## src/rtl/dma_gctl_pkg.sv

```systemverilog
package dma_gctl_pkg;
   localparam int unsigned REG_W    = 3;
   localparam int unsigned BIT_RUN  = 0;
   localparam int unsigned BIT_NMI  = 1;
   localparam int unsigned BIT_AERR = 2;
   localparam int unsigned N_FLAGS  = 2;
   localparam int unsigned MAX_CH   = 32;
endpackage

```

## src/rtl/dma_gctl_flag.sv

```systemverilog
module dma_gctl_flag (
   input  logic clk,
   input  logic rst_n,
   input  logic evt_i,
   input  logic rd_i,
   input  logic wr_i,
   input  logic wbit_i,
   output logic flag_o
);
   logic flag_q;
   logic arm_q;

   always_ff @(posedge clk) begin
      if (!rst_n) begin
         flag_q <= 1'b0;
         arm_q  <= 1'b0;
      end else begin
         if (evt_i)
            flag_q <= 1'b1;
         else if (wr_i && arm_q && !wbit_i)
            flag_q <= 1'b0;
         if (wr_i)
            arm_q <= 1'b0;
         else if (rd_i)
            arm_q <= flag_q;
      end
   end

   assign flag_o = flag_q;


   flag_set_chk: assert property (@(posedge clk) disable iff (!rst_n)
      evt_i |=> flag_q);

   flag_no_sw_set_chk: assert property (@(posedge clk) disable iff (!rst_n)
      (!flag_q && !evt_i) |=> !flag_q);

   flag_clear_needs_arm_chk: assert property (@(posedge clk) disable iff (!rst_n)
      (flag_q && !(wr_i && arm_q && !wbit_i)) |=> flag_q);
endmodule

```

## src/rtl/dma_gctl_permit.sv

```systemverilog
module dma_gctl_permit #(
   parameter int unsigned NUM_CH = 4
) (
   input  logic              clk,
   input  logic              rst_n,
   input  logic              suspend_i,
   input  logic [NUM_CH-1:0] de_i,
   input  logic [NUM_CH-1:0] te_i,
   output logic [NUM_CH-1:0] permit_o
);
   logic [NUM_CH-1:0] permit_q;

   for (genvar c = 0; c < NUM_CH; c++) begin : g_ch
      always_ff @(posedge clk) begin
         if (!rst_n)
            permit_q[c] <= 1'b0;
         else
            permit_q[c] <= !suspend_i && de_i[c] && !te_i[c];
      end


      permit_te_block_chk: assert property (@(posedge clk) disable iff (!rst_n)
         (te_i[c] || !de_i[c]) |=> !permit_q[c]);
   end

   assign permit_o = permit_q;


   permit_suspend_chk: assert property (@(posedge clk) disable iff (!rst_n)
      suspend_i |=> (permit_q == '0));
endmodule

```

## src/rtl/dma_gctl.sv

```systemverilog
module dma_gctl
   import dma_gctl_pkg::*;
#(
   parameter int unsigned NUM_CH = 4
) (
   input  logic              clk,
   input  logic              rst_n,
   input  logic              rd_en,
   input  logic              wr_en,
   input  logic [REG_W-1:0]  wr_data,
   output logic [REG_W-1:0]  rd_data,
   input  logic              nmi_evt,
   input  logic              addr_err_evt,
   input  logic [NUM_CH-1:0] ch_de,
   input  logic [NUM_CH-1:0] ch_te,
   output logic [NUM_CH-1:0] ch_permit,
   output logic              dma_suspend
);
   if (NUM_CH < 1 || NUM_CH > MAX_CH) begin : g_bad_ch
      $error("dma_gctl: NUM_CH out of range");
   end

   logic                run_q;
   logic [N_FLAGS-1:0]  evt_vec;
   logic [N_FLAGS-1:0]  flag_vec;

   assign evt_vec = {addr_err_evt, nmi_evt};

   always_ff @(posedge clk) begin
      if (!rst_n)
         run_q <= 1'b0;
      else if (wr_en)
         run_q <= wr_data[BIT_RUN];
   end

   for (genvar f = 0; f < N_FLAGS; f++) begin : g_flag
      dma_gctl_flag u_flag (
         .clk    (clk),
         .rst_n  (rst_n),
         .evt_i  (evt_vec[f]),
         .rd_i   (rd_en),
         .wr_i   (wr_en),
         .wbit_i (wr_data[BIT_NMI+f]),
         .flag_o (flag_vec[f])
      );
   end

   assign dma_suspend = !run_q || (|flag_vec);

   always_comb begin
      rd_data           = '0;
      rd_data[BIT_RUN]  = run_q;
      rd_data[BIT_NMI]  = flag_vec[0];
      rd_data[BIT_AERR] = flag_vec[1];
   end

   dma_gctl_permit #(.NUM_CH(NUM_CH)) u_permit (
      .clk       (clk),
      .rst_n     (rst_n),
      .suspend_i (dma_suspend),
      .de_i      (ch_de),
      .te_i      (ch_te),
      .permit_o  (ch_permit)
   );


   run_write_chk: assert property (@(posedge clk) disable iff (!rst_n)
      wr_en |=> (rd_data[BIT_RUN] == $past(wr_data[BIT_RUN])));

   aerr_collide_chk: assert property (@(posedge clk) disable iff (!rst_n)
      addr_err_evt |=> rd_data[BIT_AERR]);
endmodule

```

## config.mk

```make
export PLATFORM = sky130hd
export DESIGN_NAME = dma_gctl
export DESIGN_NICKNAME = d
export VERILOG_FILES = /design/src/rtl/dma_gctl_pkg.sv /design/src/rtl/dma_gctl_flag.sv /design/src/rtl/dma_gctl_permit.sv /design/src/rtl/dma_gctl.sv
export SDC_FILE = /design/constraint.sdc
export NUM_CORES = 1
export LEC_CHECK = 0
export BUFFER_PORTS_ARGS = -buffer_cell sky130_fd_sc_hd__buf_2
export CORE_AREA = 2 2 39 41
export CTS_CLUSTER_SIZE = 28
export DETAILED_ROUTE_END_ITERATION = 10
export DIE_AREA = 0 0 41 43
export HOLD_SLACK_MARGIN = 0.15
export SLEW_MARGIN = 20
export SYNTH_ARGS = -nofsm -noshare
export SYNTH_HDL_FRONTEND = slang
export SYNTH_HIERARCHICAL = 1
export SYNTH_SLANG_ARGS = --single-unit
export TNS_END_PERCENT = 50
```

## constraint.sdc

```tcl
create_clock -name clk -period 1.3 [get_ports clk]
set_clock_uncertainty 0.1 [all_clocks]
set_input_delay 0.26 -clock clk [delete_from_list [all_inputs] [get_ports clk]]
set_output_delay 0.26 -clock clk [all_outputs]
set_load 0.1 [all_outputs]
```

==> flow_summary_export.csv, run 1 <==
group,metric,value,unit
pwr,power_leakage,0.314,nW
die,start_util,25.2,%
global_routing,grt_start_max_net_pins,10,
finish,postLayoutCellArea,688,sq um
clocking,insertion_delay,0.26,ns
global_routing,antenna_found_initial,0,
yosys,syn_area,349,sq um
worst_hold_path,hold_class,"in2reg",
yosys,synth_seq_area_share,51.6,%
yosys,synth.distinct_cells,9,
sta,worst_slew_pin_slew,0.167,ns
global_routing,grt_pass1_vias,353,
clocking,clk_transition_reported_paths,0.06,ns
worst_setup_path,setup.worst_path.end,"dma_suspend",
placement,port_buffers,24,
pwr,p_comb_share,24.5,%
clocking,cts_tree,"done",
pwr,seqPwrFrac,43.6,%
finish,nets,76,
placement,detailed_place.area,633,sq um
global_routing,grt_pass1_wl,1460,microns
drt,drt_wl_total,828,microns
die,die_area,1760,sq um
worst_setup_path,cp.arrival,1.00,ns
worst_setup_path,cp-end-kind,"primary output",
clocking,cts_inserted_buffers,3,
yosys,ys_ff_latch,9,
global_routing,grt_util_all_layers,13.1,%
sta,hold_viol_final,0,
worst_setup_path,critPathLaunch,"g_flag[0].u_flag/flag_o$_SDFFE_PN0P_",
finish,layout_common_cells,"buf_2, buf_12, and4bb_1, dfxtp_1",
drt,drt_first_pass_iters,2,
worst_setup_path,r2r_slack,0.32,ns
global_routing,gr-total-overflow,0,
die,chipWidth,41,microns
pwr,p_sw,0.000205,W
worst_setup_path,reg2reg_from,"g_flag[0].u_flag/flag_o$_SDFFE_PN0P_",
finish,fillers,123,
clocking,cts_root_buffer,"clkbuf_4",
worst_setup_path,cp-start-kind,"register",
drt,antenna_left,0,
yosys,syn-instance-count,28,
status,violations,"negative setup slack",
sta,tns,-0.0565,ns
yosys,syn-mean-instance-area,12.5,sq um
sta,rsz0062_at_grt,"true",
placement,routabilityCongestion,0.750,
finish,diodes,0,
run,maxCapViolCount,0,
die,dieHeight,43,microns
drt,drc,0,
worst_setup_path,crit_fanout,5,
worst_setup_path,reg2reg_depth,3,
finish,syn2layout_area_growth,97.1,%
yosys,syn_nets,45,
drt,vias,312,
sta,fmax,0.737,GHz
sta,maxSlewViolCount,0,
die,coreArea,1380,sq um
finish,final_common_cell,"buf_2",
pwr,ir_drop,0.000511,V
finish,final_util,49.7,%
drt,via_per_inst,4.22,
finish,post_route_cells_drive_above_1_share,60.3,%
clocking,htreeDepth,1,
sta,fin_crit_sh,104,%
placement,dp_cells,67,
drt,wl_per_cell,11.2,microns
worst_setup_path,critPathRequiredTime,0.94,ns
sta,setup_viol,1,
status,status,"finished, violations left",
pwr,cell_internal_pwr,0.000476,W
worst_setup_path,reg2reg_to,"u_permit/permit_o[0]$_SDFF_PN0_",
pwr,power,0.000682,W
finish,fin_cells,74,
clocking,cts.path.max_buffers,2,
die,num_rows,14,
worst_setup_path,crit_type,"reg2out",
pwr,pwr-share-clk,31.9,%
yosys,ys_warn_count,6,
clocking,clock-sinks,9,
pwr,netSwitchingFraction,30.1,%
sta,fin_crit,1.36,ns
drt,drt_iter0_drc,1,
die,pin_count,25,
sta,fin_ws,-0.0565,ns
pwr,p_per_area,990,nW/um^2
sta,slew_headroom,88.6,%
## worst max-delay path: stages (launching register included)
cell and delay [ns]:
dfxtp_4 0.35, nor2_4 0.15, nand2_8 0.07, buf_12 0.16
## worst min-delay path by stage
stage,from,to,slack (ns),depth (start not counted)
5_1_grt,ch_de[1],u_permit/permit_o[1]$_SDFF_PN0_,0.16,2
3_5_place_dp,nmi_evt,g_flag[0].u_flag/flag_o$_SDFFE_PN0P_,0.42,3
2_1_floorplan,wr_en,g_flag[0].u_flag/arm_q$_SDFFE_PP0P_,0.23,1
4_1_cts,nmi_evt,g_flag[0].u_flag/flag_o$_SDFFE_PN0P_,0.15,3
3_3_place_gp,nmi_evt,g_flag[0].u_flag/flag_o$_SDFFE_PN0P_,0.42,3
6_report,nmi_evt,g_flag[0].u_flag/flag_o$_SDFFE_PN0P_,0.15,3
## synthesized netlist by cell type
cell type	count	share of area (%)
nor3b_2	2	7.2
and4bb_1	6	22
nor2_1	3	3.2
nand2_1	1	1.1
mux2i_1	3	8.6
nor2b_1	1	1.8
buf_4	1	2.2
dfxtp_1	9	52
o21ai_0	2	2.9
## power by group through the flow
stage / clock network [W] / registers [W] / logic, W
finish: 0.000217 / 0.000297 / 0.000167
global placement: 0 / 0.000305 / 0.000157
global route: 0.000244 / 0.000298 / 0.000177
detailed placement: 0 / 0.000306 / 0.000158
CTS: 0.000224 / 0.000298 / 0.000168
floorplan: 0 / 0.000340 / 0.0000529
## area by class of cell
cell class	instances	area, sq um	area share [%]
clock buffers	4	26.3	3.82
well taps	16	20.0	2.91
flip-flops and latches	9	189	27.5
multi-input cells	18	185	26.9
repair buffers	27	268	38.9
## kinds of logic (layout without fill, tap and decap cells)
family / after synthesis / after routing / synth area share, %
multiplexers: 3 / 3 / 8.60
flip-flops: 9 / 9 / 51.6
AND/OR/NAND/NOR: 13 / 13 / 34.8
AO/OA/AOI/OAI: 2 / 2 / 2.87
buffers and inverters: 1 / 31 / 2.15
## per-stage QoR
stage / hold WS, ns / setup slack (ns)
6_report: 0.152 / -0.0565
5_1_grt: 0.163 / -0.112
4_1_cts: 0.151 / -0.0708
3_5_place_dp: 0.422 / 0.192
3_3_place_gp: 0.416 / 0.198
2_1_floorplan: 0.230 / 0.0310
## sequential cells by signal (all words and copies together) (netlist names)
name,cells
g_flag.u_flag/flag_o,2
g_flag.u_flag/arm_q,2
run_q,1
u_permit/permit_o,4
## timing repair
action	4_1_cts	5_1_grt
setup buffers	1	0
setup endpoints to repair	2	2
resized for setup	1	0
hold buffers	2	0
pin swaps	1	0
endpoints found under the hold margin	3	0
## per-layer routing
metal	GRT usage (%)	share of wire, %	vias to the layer above
li1	-	-	162
met3	8.38	8.0	2
met4	8.00	1.4	0
met2	17.8	49	11
met1	14.8	42	137
met5	0	0	-
(Power assumes the default switching activity.)
==> run 2: changes to the inputs <==
--- a/config.mk
+++ b/config.mk
@@ -14,6 +14,5 @@
 export SLEW_MARGIN = 20
 export SYNTH_ARGS = -nofsm -noshare
 export SYNTH_HDL_FRONTEND = slang
-export SYNTH_HIERARCHICAL = 1
 export SYNTH_SLANG_ARGS = --single-unit
 export TNS_END_PERCENT = 50
==> run 2 against run 1 <==
Effect of this change:
- the run still ends with negative setup slack left
- synthesized cell count increased by 11%
- non-clock buffer count increased by 7
- setup slack got worse by 0.15 ns
- hold slack improved by 0.00069 ns
- global-route usage unchanged
- sequential power decreased by 2%
- utilization increased by 3.5 points
- maximum frequency decreased by 10%
- sequential share of layout area decreased by 2.8 points
- final cell count increased by 11%
- die area unchanged
- sequential cell count unchanged
- critical endpoint unchanged
==> flow_summary_export.csv, run 2 <==
group,metric,value,unit
status,status,"finished, violations left",
status,violations,"negative setup slack",
pwr,power_leakage,0.317,nW
die,chipWidth,41,microns
drt,vias,342,
yosys,syn-mean-instance-area,12.1,sq um
sta,slew_headroom,84.9,%
placement,dp.final_hpwl,670,microns
drt,drc,0,
finish,syn2layout_area_growth,95.7,%
clocking,cts_tree,"done",
die,die_area,1760,sq um
placement,routabilityCongestion,0.676,
yosys,synth_area_leader_cell,"dfxtp_1",
yosys,synth_top_area_share,47.8,%
pwr,power,0.000692,W
drt,drt_wl_total,855,microns
yosys,syn_area,377,sq um
die,coreArea,1380,sq um
run,maxCapViolCount,0,
yosys,synth_compound_area_share,2.66,%
drt,drt_iter0_drc,3,
clocking,clock-sinks,9,
global_routing,grt_pass1_wl,1470,microns
worst_setup_path,reg2reg_from,"g_flag[0].u_flag.flag_o$_SDFFE_PN0P_",
worst_setup_path,slowest_stage,"or3b_4",
yosys,synthXorXnorAreaFrac,0,%
yosys,synth_flop_cell,"dfxtp_1",
yosys,ys_warn_count,0,
drt,drt_first_pass_iters,4,
sta,maxSlewViolCount,0,
worst_setup_path,crit_fanout,2,
clocking,clk_transition_reported_paths,0.06,ns
clocking,cts.path.max_buffers,2,
clocking,cts_root_buffer,"clkbuf_4",
sta,rsz0062_at_grt,"true",
worst_setup_path,r2r_slack,0.21,ns
worst_setup_path,critPathMaxStageDelay,0.40,ns
worst_setup_path,cp.arrival,1.15,ns
worst_setup_path,critPathLaunch,"g_flag[0].u_flag.flag_o$_SDFFE_PN0P_",
clocking,htreeDepth,1,
global_routing,gr-total-overflow,0,
global_routing,grt_util_all_layers,13.1,%
yosys,synth_edf_count,0,
global_routing,grt_start_max_net_pins,6,
sta,worst_slew_pin_slew,0.223,ns
worst_setup_path,path_cells,"or3b_4 > buf_12",
worst_setup_path,reg2reg_to,"u_permit.permit_o[0]$_SDFF_PN0_",
clocking,cts_inserted_buffers,3,
worst_hold_path,hold_class,"in2reg",
pwr,ir_drop,0.000327,V
yosys,synth.distinct_cells,11,
drt,wl_per_cell,10.4,microns
global_routing,grt_pass1_vias,356,
worst_setup_path,cp-end-kind,"primary output",
yosys,syn_nets,48,
sta,fmax,0.662,GHz
sta,fin_crit,1.51,ns
worst_hold_path,hold_depth,3,
yosys,synth_common_cells,"dfxtp_1, nor2_1, nor3b_2",
worst_setup_path,cp-start-kind,"register",
pwr,p_per_area,939,nW/um^2
yosys,yosysMostFrequentCell,"dfxtp_1",
clocking,insertion_delay,0.26,ns
finish,diodes,0,
finish,largest_reg_flops,4,
die,num_rows,14,
worst_setup_path,critPathRequiredTime,0.94,ns
drt,antenna_left,0,
worst_hold_path,hp-start,"addr_err_evt",
drt,via_per_inst,4.17,
worst_setup_path,reg2reg_depth,3,
yosys,syn-instance-count,31,
yosys,synth_fa_ha_area_share,0,%
die,dieHeight,43,microns
global_routing,antenna_found_initial,0,
yosys,synth_seq_area_share,47.8,%
placement,dp_cells,71,
yosys,synthMuxAreaShare,7.97,%
sta,fin_crit_sh,116,%
sta,setup_viol,1,
yosys,ys_async_sr_fraction,0,%
yosys,yosys.area_share.simple,35.5,%
finish,layout_common_cells,"buf_2, dfxtp_1, buf_12",
finish,fin_cells,82,
worst_hold_path,hold_end,"g_flag[1].u_flag.flag_o$_SDFFE_PN0P_",
finish,nets,84,
finish,final_common_cell,"buf_2",
sta,fin_ws,-0.210,ns
yosys,ys_ff_latch,9,
worst_setup_path,crit_type,"reg2out",
die,start_util,27.2,%
sta,hold_viol_final,0,
yosys,synth_top_family_by_area,"simple AND/OR/NAND/NOR gates",
placement,port_buffers,24,
die,pin_count,25,
yosys,yosys-top-cells-area,"dfxtp_1, nor3b_2, mux2i_1",
finish,post_route_cells_drive_above_1_share,56.1,%
## run 2: timing repair
| item | 4_1_cts | 5_1_grt |
|---|---|---|
| endpoints found under the setup margin | 1 | 2 |
| pin swaps | 1 | 0 |
| hold buffers | 7 | 0 |
| gates resized for setup | 5 | 0 |
| buffers inserted | 0 | 0 |
| hold endpoints to repair | 6 | 0 |
## run 2: through the flow
step / hold WS (ns) / cell area (sq um) / utilization, % / worst slack, ns / setup TNS (ns)
after CTS: 0.151 / 737 / 53.3 / -0.219 / -0.219
after detailed placement: 0.335 / 624 / 45.1 / -0.0247 / -0.0247
final: 0.152 / 737 / 53.3 / -0.210 / -0.210
after global placement: 0.329 / 624 / 45.1 / -0.0143 / -0.0143
after global routing: 0.151 / 737 / 53.3 / -0.236 / -0.242
after floorplan: 0.230 / 379 / - / 0.0110 / 0
## run 2: worst max-delay path: cells and delay by family, from the launching register on
family                 cells  cell delay [ns]
buffers and inverters      1             0.17
AND/OR/NAND/NOR            1             0.40
flip-flops                 1             0.31
## run 2: power by group
group | switching (W) | leakage [nW] | total [W] | internal [W]
sequential | 0.00000460 | 0.0737 | 0.000290 | 0.000285
clock | 0.0000953 | 0.0150 | 0.000213 | 0.000118
combinational | 0.0000993 | 0.229 | 0.000188 | 0.0000892
total | 0.000199 | 0.317 | 0.000692 | 0.000493
## run 2: logic make-up after synthesis
logic type / after synthesis
muxes: 3
and+or+nand+nor: 14
AOI/OAI and AO/OA: 2
buffers and inverters: 3
DFF: 9
## run 2: final cells by class
class	instances	area [sq um]
Fill cell	122	647
Timing Repair Buffer	34	333
Sequential cell	9	181
Multi-Input combinational cell	19	176
Clock buffer	4	26.3
Tap cell	16	20.0
## run 2: how the worst max path moves through the flow
stage	to	slack, ns	cells after the start
final	dma_suspend	-0.21	2
after global routing	dma_suspend	-0.24	2
after CTS	dma_suspend	-0.22	2
after detailed placement	dma_suspend	-0.02	2
after global placement	dma_suspend	-0.01	2
after floorplan	dma_suspend	0.01	1
## run 2: routing by layer
layer / GRT usage, % / wire, microns / part of all wire (%) / vias up
met2: 16.9 / 364 / 43 / 18
met1: 15.7 / 371 / 43 / 143
met5: 0 / 0 / 0 / -
met4: 10.0 / 26 / 3.0 / 0
met3: 6.81 / 93 / 11 / 4
li1: - / - / - / 177
==> run 3: changes to the inputs <==
--- a/config.mk
+++ b/config.mk
@@ -5,6 +5,7 @@
 export SDC_FILE = /design/constraint.sdc
 export NUM_CORES = 1
 export LEC_CHECK = 0
+export ABC_AREA = 1
 export BUFFER_PORTS_ARGS = -buffer_cell sky130_fd_sc_hd__buf_2
 export CORE_AREA = 2 2 39 41
 export CTS_CLUSTER_SIZE = 28
==> run 3 against run 2 <==
Effect of this change:
- the flow still finishes with violations (negative setup slack)
- register-to-register slack barely moved
- sequential share of layout area fell by 1.3 points
- sequential power rose by 2%
- first-iteration DRC count did not move
- via count rose by 22%
- non-clock buffer count rose by 5
- critical path depth rose by 1
- maximum frequency rose by 16%
- setup slack improved by 0.21 ns
- die area did not move
- synthesized area fell by 3.0%
==> flow_summary_export.csv, run 3 <==
group,metric,value,unit
pwr,p_comb_share,29.2,%
worst_setup_path,cp-start-kind,"register",
sta,maxSlewViolCount,0,
worst_setup_path,path_cells,"nor2_4 > nand2_4 > buf_12",
yosys,synth_flop_cell,"dfxtp_1",
sta,fin_crit_sh,100,%
yosys,synth_area_leader_cell,"dfxtp_1",
sta,worst_slew_pin_slew,0.137,ns
yosys,synth_common_cells,"nand2_1, dfxtp_1, inv_1",
sta,tns,-0.00136,ns
global_routing,grt_start_max_net_pins,8,
pwr,ir_drop,0.000478,V
finish,fillers,136,
drt,via_per_inst,4.12,
drt,wl_per_cell,9.88,microns
worst_setup_path,slowest_stage,"dfxtp_2",
sta,slew_headroom,90.8,%
finish,post_route_cells_drive_above_1_share,48.2,%
drt,vias,416,
clocking,cts.path.max_buffers,2,
pwr,cell_internal_pwr,0.000497,W
clocking,insertion_delay,0.26,ns
sta,fin_ws,-0.00136,ns
sta,hold_viol_final,0,
clocking,cts_inserted_buffers,3,
yosys,yosysMostFrequentCell,"nand2_1",
global_routing,grt_pass1_vias,401,
yosys,syn_nets,62,
run,maxCapViolCount,0,
sta,fmax,0.768,GHz
pwr,p_per_area,919,nW/um^2
finish,diodes,0,
clocking,cts_tree,"done",
status,status,"finished, violations left",
worst_setup_path,critical_path_buf_inv_count,1,
status,violations,"negative setup slack",
clocking,clock-sinks,9,
sta,rsz0062_at_grt,"true",
drt,drt_wl_total,998,microns
yosys,ys_warn_count,0,
die,chipWidth,41,microns
worst_setup_path,crit_type,"reg2out",
worst_setup_path,critPathRequiredTime,0.94,ns
drt,drc,0,
die,dieHeight,43,microns
finish,postLayoutCellArea,788,sq um
die,pin_count,25,
worst_setup_path,cpLargestDelayFamily,"flip-flops",
die,num_rows,14,
worst_setup_path,cp-end-kind,"primary output",
worst_setup_path,critPathMaxStageDelay,0.34,ns
worst_setup_path,cp.arrival,0.94,ns
clocking,clk_transition_reported_paths,0.06,ns
drt,drt_first_pass_iters,4,
finish,syn2layout_area_growth,116,%
yosys,synth_seq_area_share,49.3,%
yosys,synth_top_area_share,49.3,%
pwr,p_sw,0.000227,W
drt,antenna_left,0,
yosys,synth_edf_count,0,
global_routing,antenna_found_initial,0,
clocking,cts_root_buffer,"clkbuf_4",
placement,port_buffers,24,
yosys,syn_area,365,sq um
placement,place_ws,0.197,ns
yosys,ys_ff_latch,9,
yosys,syn-mean-instance-area,8.12,sq um
finish,nets,103,
global_routing,grt_util_all_layers,12.7,%
placement,detailed_place.area,618,sq um
sta,fin_crit,1.30,ns
drt,drt_iter0_drc,3,
pwr,pwr-share-clk,29.7,%
worst_hold_path,hold_class,"in2reg",
die,start_util,26.4,%
global_routing,grt_pass1_wl,1460,microns
die,die_area,1760,sq um
pwr,power_leakage,0.375,nW
yosys,yosys-top-cells-area,"dfxtp_1, nand2_1, nor3_2",
yosys,synth.distinct_cells,11,
global_routing,gr-total-overflow,0,
pwr,seqPwrFrac,41.0,%
yosys,syn-instance-count,45,
finish,layout_common_cells,"buf_2, nand2_1, dlygate4sd3_1",
placement,routabilityCongestion,0.605,
sta,setup_viol,1,
pwr,netSwitchingFraction,31.4,%
yosys,ys_async_sr_fraction,0,%
finish,largest_reg_flops,4,
worst_setup_path,crit_fanout,2,
clocking,htreeDepth,1,
finish,final_common_cell,"buf_2",
die,coreArea,1380,sq um
-- run 3: cell families after synthesis --
logic type | Yosys count | synth area share [%]
compound gates | 5 | 6.85
simple gates | 21 | 30.5
buf+inv | 10 | 13.4
flops | 9 | 49.3
-- run 3: area by class of cell --
class / instances / area, sq um / area share (%)
clock buffer: 3 / 22.5 / 2.86
tap: 16 / 20.0 / 2.54
clock inverter: 1 / 5.00 / 0.635
timing repair buffer: 39 / 384 / 48.7
multi-input combinational: 26 / 146 / 18.6
inverter: 7 / 26.3 / 3.33
sequential: 9 / 184 / 23.3
-- run 3: power groups by stage --
stage / Clock [W] / Combinational (W) / Sequential, W
floorplan: 0 / 0.0000940 / 0.000308
global placement: 0 / 0.000176 / 0.000299
detailed placement: 0 / 0.000178 / 0.000299
CTS: 0.000227 / 0.000209 / 0.000297
global route: 0.000238 / 0.000224 / 0.000298
finish: 0.000215 / 0.000212 / 0.000297
-- run 3: what timing repair did --
item                                   4_1_cts  5_1_grt
buffers inserted                             1        1
setup endpoints to repair                    1        3
pin swaps                                    1        1
endpoints found under the hold margin        7        0
hold buffers                                11        0
gates resized for setup                      5        1
-- run 3: through the flow --
stage	utilization, %	power (W)	std cells	hold WS, ns
floorplan	-	0.000402	45	0.230
detailed placement	44.7	0.000477	84	0.330
global placement	44.7	0.000475	84	0.326
global route	57.0	0.000760	101	0.183
finish	57.0	0.000724	101	0.167
CTS	56.1	0.000733	100	0.166
-- run 3: tightest hold or removal path: stages --
cell	delay [ns]
buf_2	0.11
nand2_1	0.05
a21oi_1	0.06
-- run 3: worst paths after layout --
path,start,endpoint,slack [ns],cells after the start
worst min register to register,g_flag[1].u_flag.arm_q$_SDFFE_PP0P_,g_flag[1].u_flag.arm_q$_SDFFE_PP0P_,0.36,2
worst max-delay path,g_flag[1].u_flag.flag_o$_SDFFE_PN0P_,dma_suspend,-0.001,3
worst max register to register,g_flag[1].u_flag.flag_o$_SDFFE_PN0P_,u_permit.permit_o[2]$_SDFF_PN0_,0.22,5
worst min-delay path,rd_en,g_flag[0].u_flag.arm_q$_SDFFE_PP0P_,0.17,3
-- run 3: per-layer routing --
metal / GRT usage, % / up-vias / part of all wire (%) / wire, microns
met3: 7.33 / 5 / 10 / 103
li1: - / 216 / - / -
met4: 6.00 / 0 / 2.1 / 21
met5: 0 / - / 0 / 0
met1: 11.4 / 174 / 33 / 325
met2: 21.3 / 21 / 55 / 548
